==> src/rtl/sync_hunt_pkg.sv <==
package sync_hunt_pkg;

  typedef enum logic [1:0] {
    ST_HUNT1 = 2'd0,
    ST_PAR1  = 2'd1,
    ST_HUNT2 = 2'd2,
    ST_LOCK  = 2'd3
  } huntState_e;

  typedef struct packed {
    logic shiftEn;
    logic presetOnes;
    logic loadHold;
  } dpStrobe_t;

endpackage

==> src/rtl/sync_hunt_dp.sv <==
module sync_hunt_dp
  import sync_hunt_pkg::*;
#(
  parameter int DATA_W  = 8,
  parameter int LEN_W   = 2,
  parameter int MIN_LEN = 5
) (
  input  logic              clk,
  input  logic              rstN,
  input  logic              rxData,
  input  logic [LEN_W-1:0]  charLen,
  input  logic              parityEven,
  input  logic [DATA_W-1:0] syncChar1,
  input  logic [DATA_W-1:0] syncChar2,
  input  dpStrobe_t         ctl,
  output logic              matchSync1,
  output logic              matchSync2,
  output logic              parityOk,
  output logic [DATA_W-1:0] holdData
);

  localparam int CNT_W = $clog2(DATA_W + 2);

  logic [CNT_W-1:0]  lenVal;
  logic [DATA_W-1:0] charMask;
  logic [DATA_W-1:0] shiftQ;
  logic [DATA_W-1:0] shifted;
  logic [DATA_W-1:0] shiftNext;
  logic [DATA_W-1:0] candidate;
  logic [DATA_W-1:0] holdQ;

  assign lenVal  = CNT_W'(MIN_LEN) + CNT_W'(charLen);
  assign shifted = shiftQ >> 1;

  always_comb begin
    for (int i = 0; i < DATA_W; i++) begin
      charMask[i]  = (i < int'(lenVal));
      shiftNext[i] = (i == int'(lenVal) - 1) ? rxData : (shifted[i] & charMask[i]);
    end
  end

  assign candidate  = (ctl.shiftEn ? shiftNext : shiftQ) & charMask;
  assign matchSync1 = (candidate == (syncChar1 & charMask));
  assign matchSync2 = (candidate == (syncChar2 & charMask));
  assign parityOk   = ((^candidate) ^ rxData) == !parityEven;
  assign holdData   = holdQ;

  always_ff @(posedge clk or negedge rstN) begin
    if (!rstN) begin
      shiftQ <= '1;
      holdQ  <= '0;
    end else begin
      if (ctl.presetOnes) begin
        shiftQ <= charMask;
      end else if (ctl.shiftEn) begin
        shiftQ <= shiftNext;
      end
      if (ctl.loadHold) begin
        holdQ <= candidate;
      end
    end
  end

endmodule

==> src/rtl/sync_hunt_ctrl.sv <==
module sync_hunt_ctrl
  import sync_hunt_pkg::*;
#(
  parameter int DATA_W  = 8,
  parameter int LEN_W   = 2,
  parameter int MIN_LEN = 5
) (
  input  logic             clk,
  input  logic             rstN,
  input  logic             bitStrobe,
  input  logic             syncIn,
  input  logic             asyncMode,
  input  logic             extSyncMode,
  input  logic             singleSync,
  input  logic [LEN_W-1:0] charLen,
  input  logic             parityEn,
  input  logic             rxEnable,
  input  logic             enterHunt,
  input  logic             errorReset,
  input  logic             statusRead,
  input  logic             dataRead,
  input  logic             matchSync1,
  input  logic             matchSync2,
  input  logic             parityOk,
  output dpStrobe_t        ctl,
  output logic             hunting,
  output logic             syncDetect,
  output logic             rxReady,
  output logic             parityErr,
  output logic             overrunErr
);

  localparam int CNT_W = $clog2(DATA_W + 2);

  huntState_e       state, stateN;
  logic [CNT_W-1:0] idx, idxN;
  logic [CNT_W-1:0] lenVal;
  logic [CNT_W-1:0] lastIdx;
  logic             prevSync1, prevN;
  logic             setSync;
  logic             sync1Done;
  logic             parFail;
  logic             lastBit;

  assign lenVal  = CNT_W'(MIN_LEN) + CNT_W'(charLen);
  assign lastIdx = lenVal + CNT_W'(parityEn) - CNT_W'(1);
  assign lastBit = (idx == lastIdx);

  always_comb begin
    stateN    = state;
    idxN      = idx;
    prevN     = prevSync1;
    setSync   = 1'b0;
    sync1Done = 1'b0;
    parFail   = 1'b0;
    ctl       = '0;
    if (enterHunt && !asyncMode) begin
      stateN         = ST_HUNT1;
      idxN           = '0;
      prevN          = 1'b0;
      ctl.presetOnes = 1'b1;
    end else if (!asyncMode) begin
      if (extSyncMode && syncIn && state != ST_LOCK) begin
        setSync = 1'b1;
        stateN  = ST_LOCK;
        idxN    = '0;
        prevN   = 1'b0;
      end else begin
        if (extSyncMode && syncIn) begin
          setSync = 1'b1;
        end
        if (bitStrobe) begin
          case (state)
            ST_HUNT1: begin
              if (!extSyncMode) begin
                ctl.shiftEn = 1'b1;
                if (matchSync1) begin
                  if (parityEn) stateN = ST_PAR1;
                  else          sync1Done = 1'b1;
                end
              end
            end
            ST_PAR1: begin
              sync1Done = 1'b1;
            end
            ST_HUNT2: begin
              ctl.shiftEn = (idx < lenVal);
              if (lastBit) begin
                idxN = '0;
                if (matchSync2) begin
                  stateN  = ST_LOCK;
                  setSync = 1'b1;
                  prevN   = 1'b0;
                end else begin
                  stateN = ST_HUNT1;
                end
              end else begin
                idxN = idx + CNT_W'(1);
              end
            end
            default: begin
              ctl.shiftEn = (idx < lenVal);
              if (lastBit) begin
                idxN         = '0;
                ctl.loadHold = rxEnable;
                parFail      = parityEn && !parityOk;
                if (!extSyncMode) begin
                  if (singleSync) setSync = setSync | matchSync1;
                  else            setSync = setSync | (prevSync1 && matchSync2);
                  prevN = matchSync1;
                end
              end else begin
                idxN = idx + CNT_W'(1);
              end
            end
          endcase
          if (sync1Done) begin
            idxN = '0;
            if (singleSync) begin
              stateN  = ST_LOCK;
              setSync = 1'b1;
              prevN   = 1'b0;
            end else begin
              stateN = ST_HUNT2;
            end
          end
        end
      end
    end
  end

  always_ff @(posedge clk or negedge rstN) begin
    if (!rstN) begin
      state      <= ST_HUNT1;
      idx        <= '0;
      prevSync1  <= 1'b0;
      syncDetect <= 1'b0;
      rxReady    <= 1'b0;
      parityErr  <= 1'b0;
      overrunErr <= 1'b0;
    end else begin
      state     <= stateN;
      idx       <= idxN;
      prevSync1 <= prevN;
      if (setSync)         syncDetect <= 1'b1;
      else if (statusRead) syncDetect <= 1'b0;
      if (!rxEnable)         rxReady <= 1'b0;
      else if (ctl.loadHold) rxReady <= 1'b1;
      else if (dataRead)     rxReady <= 1'b0;
      if (ctl.loadHold && rxReady) overrunErr <= 1'b1;
      else if (errorReset)         overrunErr <= 1'b0;
      if (parFail)         parityErr <= 1'b1;
      else if (errorReset) parityErr <= 1'b0;
    end
  end

  assign hunting = (state != ST_LOCK);

endmodule

==> src/rtl/sync_hunt_rx.sv <==
module sync_hunt_rx
  import sync_hunt_pkg::*;
#(
  parameter int DATA_W  = 8,
  parameter int LEN_W   = 2,
  parameter int MIN_LEN = 5
) (
  input  logic              clk,
  input  logic              rstN,
  input  logic              bitStrobe,
  input  logic              rxData,
  input  logic              syncIn,
  input  logic              asyncMode,
  input  logic              extSyncMode,
  input  logic              singleSync,
  input  logic [LEN_W-1:0]  charLen,
  input  logic              parityEn,
  input  logic              parityEven,
  input  logic [DATA_W-1:0] syncChar1,
  input  logic [DATA_W-1:0] syncChar2,
  input  logic              rxEnable,
  input  logic              enterHunt,
  input  logic              errorReset,
  input  logic              statusRead,
  input  logic              dataRead,
  output logic [DATA_W-1:0] rxDataOut,
  output logic              rxReady,
  output logic              syncDetect,
  output logic              hunting,
  output logic              parityErr,
  output logic              overrunErr
);

  dpStrobe_t ctl;
  logic      matchSync1;
  logic      matchSync2;
  logic      parityOk;

  sync_hunt_ctrl #(.DATA_W(DATA_W), .LEN_W(LEN_W), .MIN_LEN(MIN_LEN)) i_ctrl (
    .clk(clk), .rstN(rstN), .bitStrobe(bitStrobe), .syncIn(syncIn),
    .asyncMode(asyncMode), .extSyncMode(extSyncMode), .singleSync(singleSync),
    .charLen(charLen), .parityEn(parityEn), .rxEnable(rxEnable),
    .enterHunt(enterHunt), .errorReset(errorReset), .statusRead(statusRead),
    .dataRead(dataRead), .matchSync1(matchSync1), .matchSync2(matchSync2),
    .parityOk(parityOk), .ctl(ctl), .hunting(hunting), .syncDetect(syncDetect),
    .rxReady(rxReady), .parityErr(parityErr), .overrunErr(overrunErr)
  );

  sync_hunt_dp #(.DATA_W(DATA_W), .LEN_W(LEN_W), .MIN_LEN(MIN_LEN)) i_dp (
    .clk(clk), .rstN(rstN), .rxData(rxData), .charLen(charLen),
    .parityEven(parityEven), .syncChar1(syncChar1), .syncChar2(syncChar2),
    .ctl(ctl), .matchSync1(matchSync1), .matchSync2(matchSync2),
    .parityOk(parityOk), .holdData(rxDataOut)
  );

endmodule

==> config.mk <==
export PLATFORM = sky130hd
export DESIGN_NAME = sync_hunt_rx
export DESIGN_NICKNAME = d
export VERILOG_FILES = /design/src/rtl/sync_hunt_pkg.sv /design/src/rtl/sync_hunt_dp.sv /design/src/rtl/sync_hunt_ctrl.sv /design/src/rtl/sync_hunt_rx.sv
export SDC_FILE = /design/constraint.sdc
export NUM_CORES = 1
export LEC_CHECK = 0
export ABC_AREA = 0
export BUFFER_PORTS_ARGS = -buffer_cell sky130_fd_sc_hd__buf_4
export CORE_UTILIZATION = 55
export CTS_BUF_LIST = sky130_fd_sc_hd__clkbuf_4
export DETAILED_ROUTE_END_ITERATION = 10
export GPL_TIMING_DRIVEN = 0
export PLACE_DENSITY_LB_ADDON = 0.12
export SLEW_MARGIN = 20
export SYNTH_ARGS = -nofsm -noshare
export SYNTH_HDL_FRONTEND = slang
export SYNTH_SLANG_ARGS = --single-unit
==> constraint.sdc <==
create_clock -name clk -period 8.3 [get_ports clk]
set_input_delay 1.245 -clock clk [delete_from_list [all_inputs] [get_ports clk]]
set_output_delay 1.245 -clock clk [all_outputs]
set_load 0.01 [all_outputs]
## After elaboration in Yosys (flattened, before gate mapping)

Cells that the tools add are included.

- Eq/ne operators: 21
- Bitwise operators: 13
- Multiplexer cells: 91
- Order comparisons: 9
- Add/subtract/negate cells: 5
- Reductions and logical operators: 22

Operators by type and width:

| operator | number |
|---|---|
| == test 4 x 32 -> 1 bit (first input constant) | 4 |
| 2-to-1 mux 1 bit | 67 |
| == test 3 x 32 -> 1 bit (first input constant) | 2 |
| == test 2 x 32 -> 1 bit (first input constant) | 1 |
| zero test 32 bit | 1 |
| 2-to-1 mux 4 bit | 7 |
| AND 8 bit | 3 |
| 2-to-1 mux 2 bit | 10 |
| == test 8 bit | 2 |
| less-than comparator 3 x 4 -> 1 bit (first input constant) | 4 |
| 2-to-1 mux 8 bit | 2 |
| != test 5 x 1 -> 1 bit (second input constant) | 2 |
| != test 5 x 2 -> 1 bit (second input constant) | 2 |
| less-than comparator 1 x 4 -> 1 bit (first input constant) | 2 |
| less-than comparator 2 x 4 -> 1 bit (first input constant) | 2 |
| one-hot mux 1 bit (2 select lines) | 4 |
| XOR reduction 8 bit | 1 |
| AND 1 bit | 7 |
| AND reduction 7 bit | 1 |
| logical AND 1 bit | 6 |
| nonzero test 2 bit | 3 |
| nonzero test 5 bit | 1 |
| subtractor 4 x 1 -> 5 bit (second input constant) | 1 |
| adder 3 x 2 -> 4 bit (first input constant) | 1 |
| 22 further kinds | 25 |

- Logic and storage cells: 170
- Register bits: 27
- Input port bits: 33

## Logic depth before layout (Yosys ltp)

- Depth after elaboration: 23
- Mapped depth: 14

## Modules after synthesis

Synthesis repeated with hierarchy kept, for this count alone.

- Cell total of the unflattened synthesis: 251
- Area, all modules: 2,322.2 sq um

By module, submodules not included:

| module | instances | cells each | area an instance (sq um) |
|---|---|---|---|
| sync_hunt_dp | 1 | 130 | 1,267.5 |
| sync_hunt_ctrl | 1 | 121 | 1,054.8 |

## Least setup slack after synthesis

No wires, ideal clock.

- Kind: in2reg
- From: input charLen[0]
- To: register i_ctrl.idx[3]
- Arrival: 3,972 ps
- Stages on the path: 12
- Setup slack: 4,204 ps
- Required time: 8,176 ps
- Cell sequence: ha_1 > inv_1 > ha_1 > a311oi_4 > a21o_1 > a21oi_1 > or2_0 > buf_2 > a2111o_1 > o22ai_2 > and4b_1 > a211o_1

- Longest elaborated chain between the ends: 22
- Elaborated cells between the ends (all ways): 62
- Those cells by class: 4 x add/sub; 9 x order compare; 10 x eq/ne; 28 x mux; 9 x bitwise; 2 x reduce/logical

Ends and longest elaborated chain:

| what | line | source |
|---|---|---|
| from (decl) | sync_hunt_rx.sv:16 | `input logic [LEN_W-1:0] charLen,` |
| adder 3 x 2 -> 4 bit (*) | sync_hunt_dp.sv:32, sync_hunt_ctrl.sv:45 |  |
| less-than comparator 4 bit | sync_hunt_ctrl.sv:87, sync_hunt_ctrl.sv:102 |  |
| one-hot mux 1 bit (2 select lines) | sync_hunt_ctrl.sv:73 | `case (state)` |
| 2-to-1 mux 1 bit | sync_hunt_ctrl.sv:72 | `if (bitStrobe) begin` |
| 2-to-1 mux 1 bit | sync_hunt_ctrl.sv:63 | `if (extSyncMode && syncIn && state != ST_LOCK) begin` |
| 2-to-1 mux 1 bit | sync_hunt_ctrl.sv:62 | `end else if (!asyncMode) begin` |
| 2-to-1 mux 1 bit | sync_hunt_ctrl.sv:57 | `if (enterHunt && !asyncMode) begin` |
| 2-to-1 mux 8 bit | - |  |
| [6 not listed] | - |  |
| 2-to-1 mux 1 bit | sync_hunt_ctrl.sv:63 |  |
| 2-to-1 mux 1 bit | sync_hunt_ctrl.sv:62 |  |
| 2-to-1 mux 1 bit | sync_hunt_ctrl.sv:57 |  |
| 2-to-1 mux 4 bit | sync_hunt_ctrl.sv:117 | `if (sync1Done) begin` |
| 2-to-1 mux 4 bit | sync_hunt_ctrl.sv:72 |  |
| 2-to-1 mux 4 bit | sync_hunt_ctrl.sv:63 |  |
| 2-to-1 mux 4 bit | sync_hunt_ctrl.sv:62 |  |
| 2-to-1 mux 4 bit | sync_hunt_ctrl.sv:57 |  |
| to (signal assigned) | sync_hunt_ctrl.sv:143 | `idx <= idxN;` |
| to (decl) | sync_hunt_ctrl.sv:36 | `logic [CNT_W-1:0] idx, idxN;` |

Mark *: on every way between the ends. The rest lies on a longest branch, timed or not. The select of a mux whose other input is x is not followed.
A chain may end at the register's enable or synchronous reset.

## Worst setup path after layout

Ends and elaborated chain as after synthesis.

==> impl_metrics.py <==
metrics = {
    "die": {
        "chipHeight_um": 70.26,
        "die_area_um2": 4936,
        "initial_utilization_pct": 58.05,
        "core_um2": 4414,
        "io-pin-count": 46,
        "die_width_um": 70.26,
        "placementRows": 24,
    },
    "drt": {
        "dr.pass1.iters": 4,
        "drc": 0,
        "drt_iter0_drc": 179,
        "via_count": 2540,
        "drt-wirelength-per-cell_um": 16.26,
        "drt_wl_total_um": 6715,
        "routed_via_density": 6.150,
        "antenna_left": 0,
    },
    "placement": {
        "place_hpwl_um": 5198,
        "gp_congestion": 0.9075,
        "io_buffers": 45,
    },
    "clocking": {
        "root_buffer": "clkbuf_4",
        "cts.htree.levels": 1,
        "cts_buffers": 3,
        "cts_hold_buf": 0,
        "cts.path.max_buffers": 2,
        "clk_pin_slew_ns": 0.16,
        "post_cts_buffers": 0,
        "cts_tree": "done",
        "clock_latency_ns": 0.33,
        "clock-sinks": 27,
        "ctsResizeCount": 0,
    },
    "setup_path": {
        "crit_slowest_cell": "a2111o_1",
        "cpPeakStageDelay_ns": 0.46,
        "start_kind": "input pin",
        "required_ns": 8.54,
        "worst-setup-path-type": "input pin to flop",
        "cp_cell_sequence": "buf_4 -> ha_1 -> inv_1 -> ha_1 -> nand2b_1 -> mux2i_1 -> nand2b_1 -> a2111oi_0 -> nor2_1 -> a2111o_1 -> o22ai_2 -> and4b_1 -> a211o_1",
        "crit_arrival_ns": 4.58,
        "path_max_fanout": 7,
        "critPathLaunch": "charLen[0]",
        "end_kind": "flop",
        "r2r-start": "i_ctrl.idx[3]",
    },
    "global_route": {
        "use_met3_pct": 2.742,
        "grt_pass1_wl_um": 11140,
        "first_global_vias": 2398,
        "busiest_layer": "met2",
        "grt_max_degree": 28,
        "grtUsageMet1_pct": 37.83,
        "track_usage_pct": 27.95,
        "antenna_found_initial": 0,
        "met2_usage_pct": 47.51,
        "grt-ovfl-total": 0,
    },
    "synth": {
        "syn_nets": 357,
        "syn-instance-count": 311,
        "syn_area_um2": 2562,
        "synth_seq_area_share_pct": 26.76,
        "synth-edff-count": 0,
        "yosysWarnings": 0,
        "synth.ff_latch_count": 27,
        "async_flop_share_pct": 100.0,
        "avgSynthCellArea_um2": 8.239,
        "ys.flop_type": "dfrtp_1",
        "synth.distinct_cells": 62,
    },
    "min_path": {
        "min-delay-start": "i_dp.holdData[1]",
        "min_path_type": "flop to flop",
    },
    "timing": {
        "fin_skew_ns": 0.007013,
        "slew_violations": 0,
        "fin_tns_setup_ns": 0,
        "max_freq_ghz": 0.2305,
        "slew_headroom_pct": 63.52,
        "setup_viol": 0,
        "period_minus_slack_ns": 4.338,
        "post-route-period-util_pct": 52.27,
        "worst_pin_slew_ns": 0.5320,
        "rsz0062_at_grt": "false",
        "hold_viol": 0,
    },
    "layout": {
        "areaGrowthSynthToFinish_pct": 17.09,
        "final_common_cell": "buf_4",
        "drive_above_1_share_pct": 21.33,
        "final_cell_mix": "buf_4, nand2_1, a21oi_1",
        "diodes": 0,
        "layout.nets": 408,
        "fillers": 397,
    },
    "outcome": {
        "status": "complete, no violations",
    },
    "power": {
        "peakVddDrop_v": 0.0001375,
        "p_total_uw": 570.8,
        "p_per_area_nw_per_um2": 190.2,
        "leakage_nw": 1.293,
    },
    "flow_run": {
        "maxCapViolCount": 0,
    },
}
## area by class of cell
cell class | count | area, um^2 | area share (%)
buffer | 14 | 76.32 | 2.544
clock buffer | 3 | 22.52 | 0.7506
clock inverter | 1 | 7.507 | 0.2502
inverter | 13 | 48.80 | 1.626
multi-input combinational | 257 | 1753 | 58.42
sequential | 27 | 685.7 | 22.85
tap | 52 | 65.06 | 2.168
timing repair buffer | 46 | 341.6 | 11.38
## worst max-delay path: cells and delay by family
kind	cells	cell delay, ns
AO/OA/AOI/OAI	4	1.46
buffers and inverters	2	0.32
multiplexers	1	0.41
adder cells (fa/ha/maj)	2	0.53
AND/OR/NAND/NOR	4	0.61
## synthesized netlist by cell type (5+ instances only)
library cell / count / area, um^2
dfrtp_1: 19 / 475.5
xor2_1: 7 / 61.31
nor3b_1: 6 / 45.04
xnor2_1: 18 / 157.7
a21oi_1: 22 / 110.1
o21ai_0: 18 / 90.09
dfstp_2: 8 / 210.2
nand2b_1: 11 / 68.82
ha_1: 13 / 162.7
nor3_1: 9 / 45.04
nor2b_1: 5 / 31.28
nand2_1: 34 / 127.6
nor2_1: 21 / 78.83
clkbuf_1: 7 / 26.28
nand3_1: 11 / 55.05
mux2i_1: 5 / 50.05
inv_1: 13 / 48.80
mux2_2: 5 / 56.30
## metal layers
layer / up-vias / routed length, um
li1: 1230 / -
met1: 1192 / 3037
met2: 108 / 3199
met3: 10 / 369
met4: 0 / 109
met5: - / 0
## logic make-up (layout without fill, tap and decap cells)
family | count (synthesis) | after routing | share of synthesized area (%)
buffers and inverters | 27 | 77 | 4.883
muxes | 10 | 10 | 4.150
adders and majority gates | 13 | 13 | 6.348
AOI/OAI and AO/OA | 91 | 91 | 25.34
DFF | 27 | 27 | 26.76
and+or+nand+nor | 117 | 117 | 23.10
xor gates and xnor gates | 26 | 26 | 9.424
## stage by stage
step	setup WS (ns)	area (um^2)	std cells	util, %	hold slack, ns
floorplan	4.204	2562	311	-	0.5161
finish	3.962	3000	413	67.97	0.4977
CTS	3.976	3000	413	67.97	0.5074
global route	3.690	3000	413	67.97	0.5441
detailed placement	3.601	2970	409	67.29	0.4722
global placement	3.615	2965	408	67.18	0.4662
## registers in the layout (all words and copies together) (netlist names)
name	cells
i_ctrl.overrunErr	1
i_ctrl.state	2
i_ctrl.rxReady	1
i_dp.shiftQ	8
i_ctrl.syncDetect	1
i_ctrl.prevSync1	1
i_dp.holdData	8
i_ctrl.parityErr	1
i_ctrl.idx	4
## power breakdown
part	leakage [nW]	total, mW	switching (mW)	internal [mW]
Sequential	0.343	0.185	0.0246	0.161
Combinational	0.937	0.324	0.181	0.143
Clock	0.0139	0.0618	0.0434	0.0184
Total	1.29	0.571	0.249	0.322
## worst paths after layout
check / depth (start not counted) / slack (ns) / endpoint
setup reg to reg: 10 / 4.98 / i_ctrl.idx[3]
max in group asynchronous: 1 / 7.18 / i_dp.shiftQ[4]
hold / removal: 2 / 0.50 / i_dp.holdData[1]
hold reg to reg: 2 / 0.50 / i_dp.holdData[1]
setup / recovery: 13 / 3.96 / i_ctrl.idx[3]
min in group asynchronous: 1 / 0.80 / i_ctrl.idx[3]
Power figures use the tool's default switching activity.
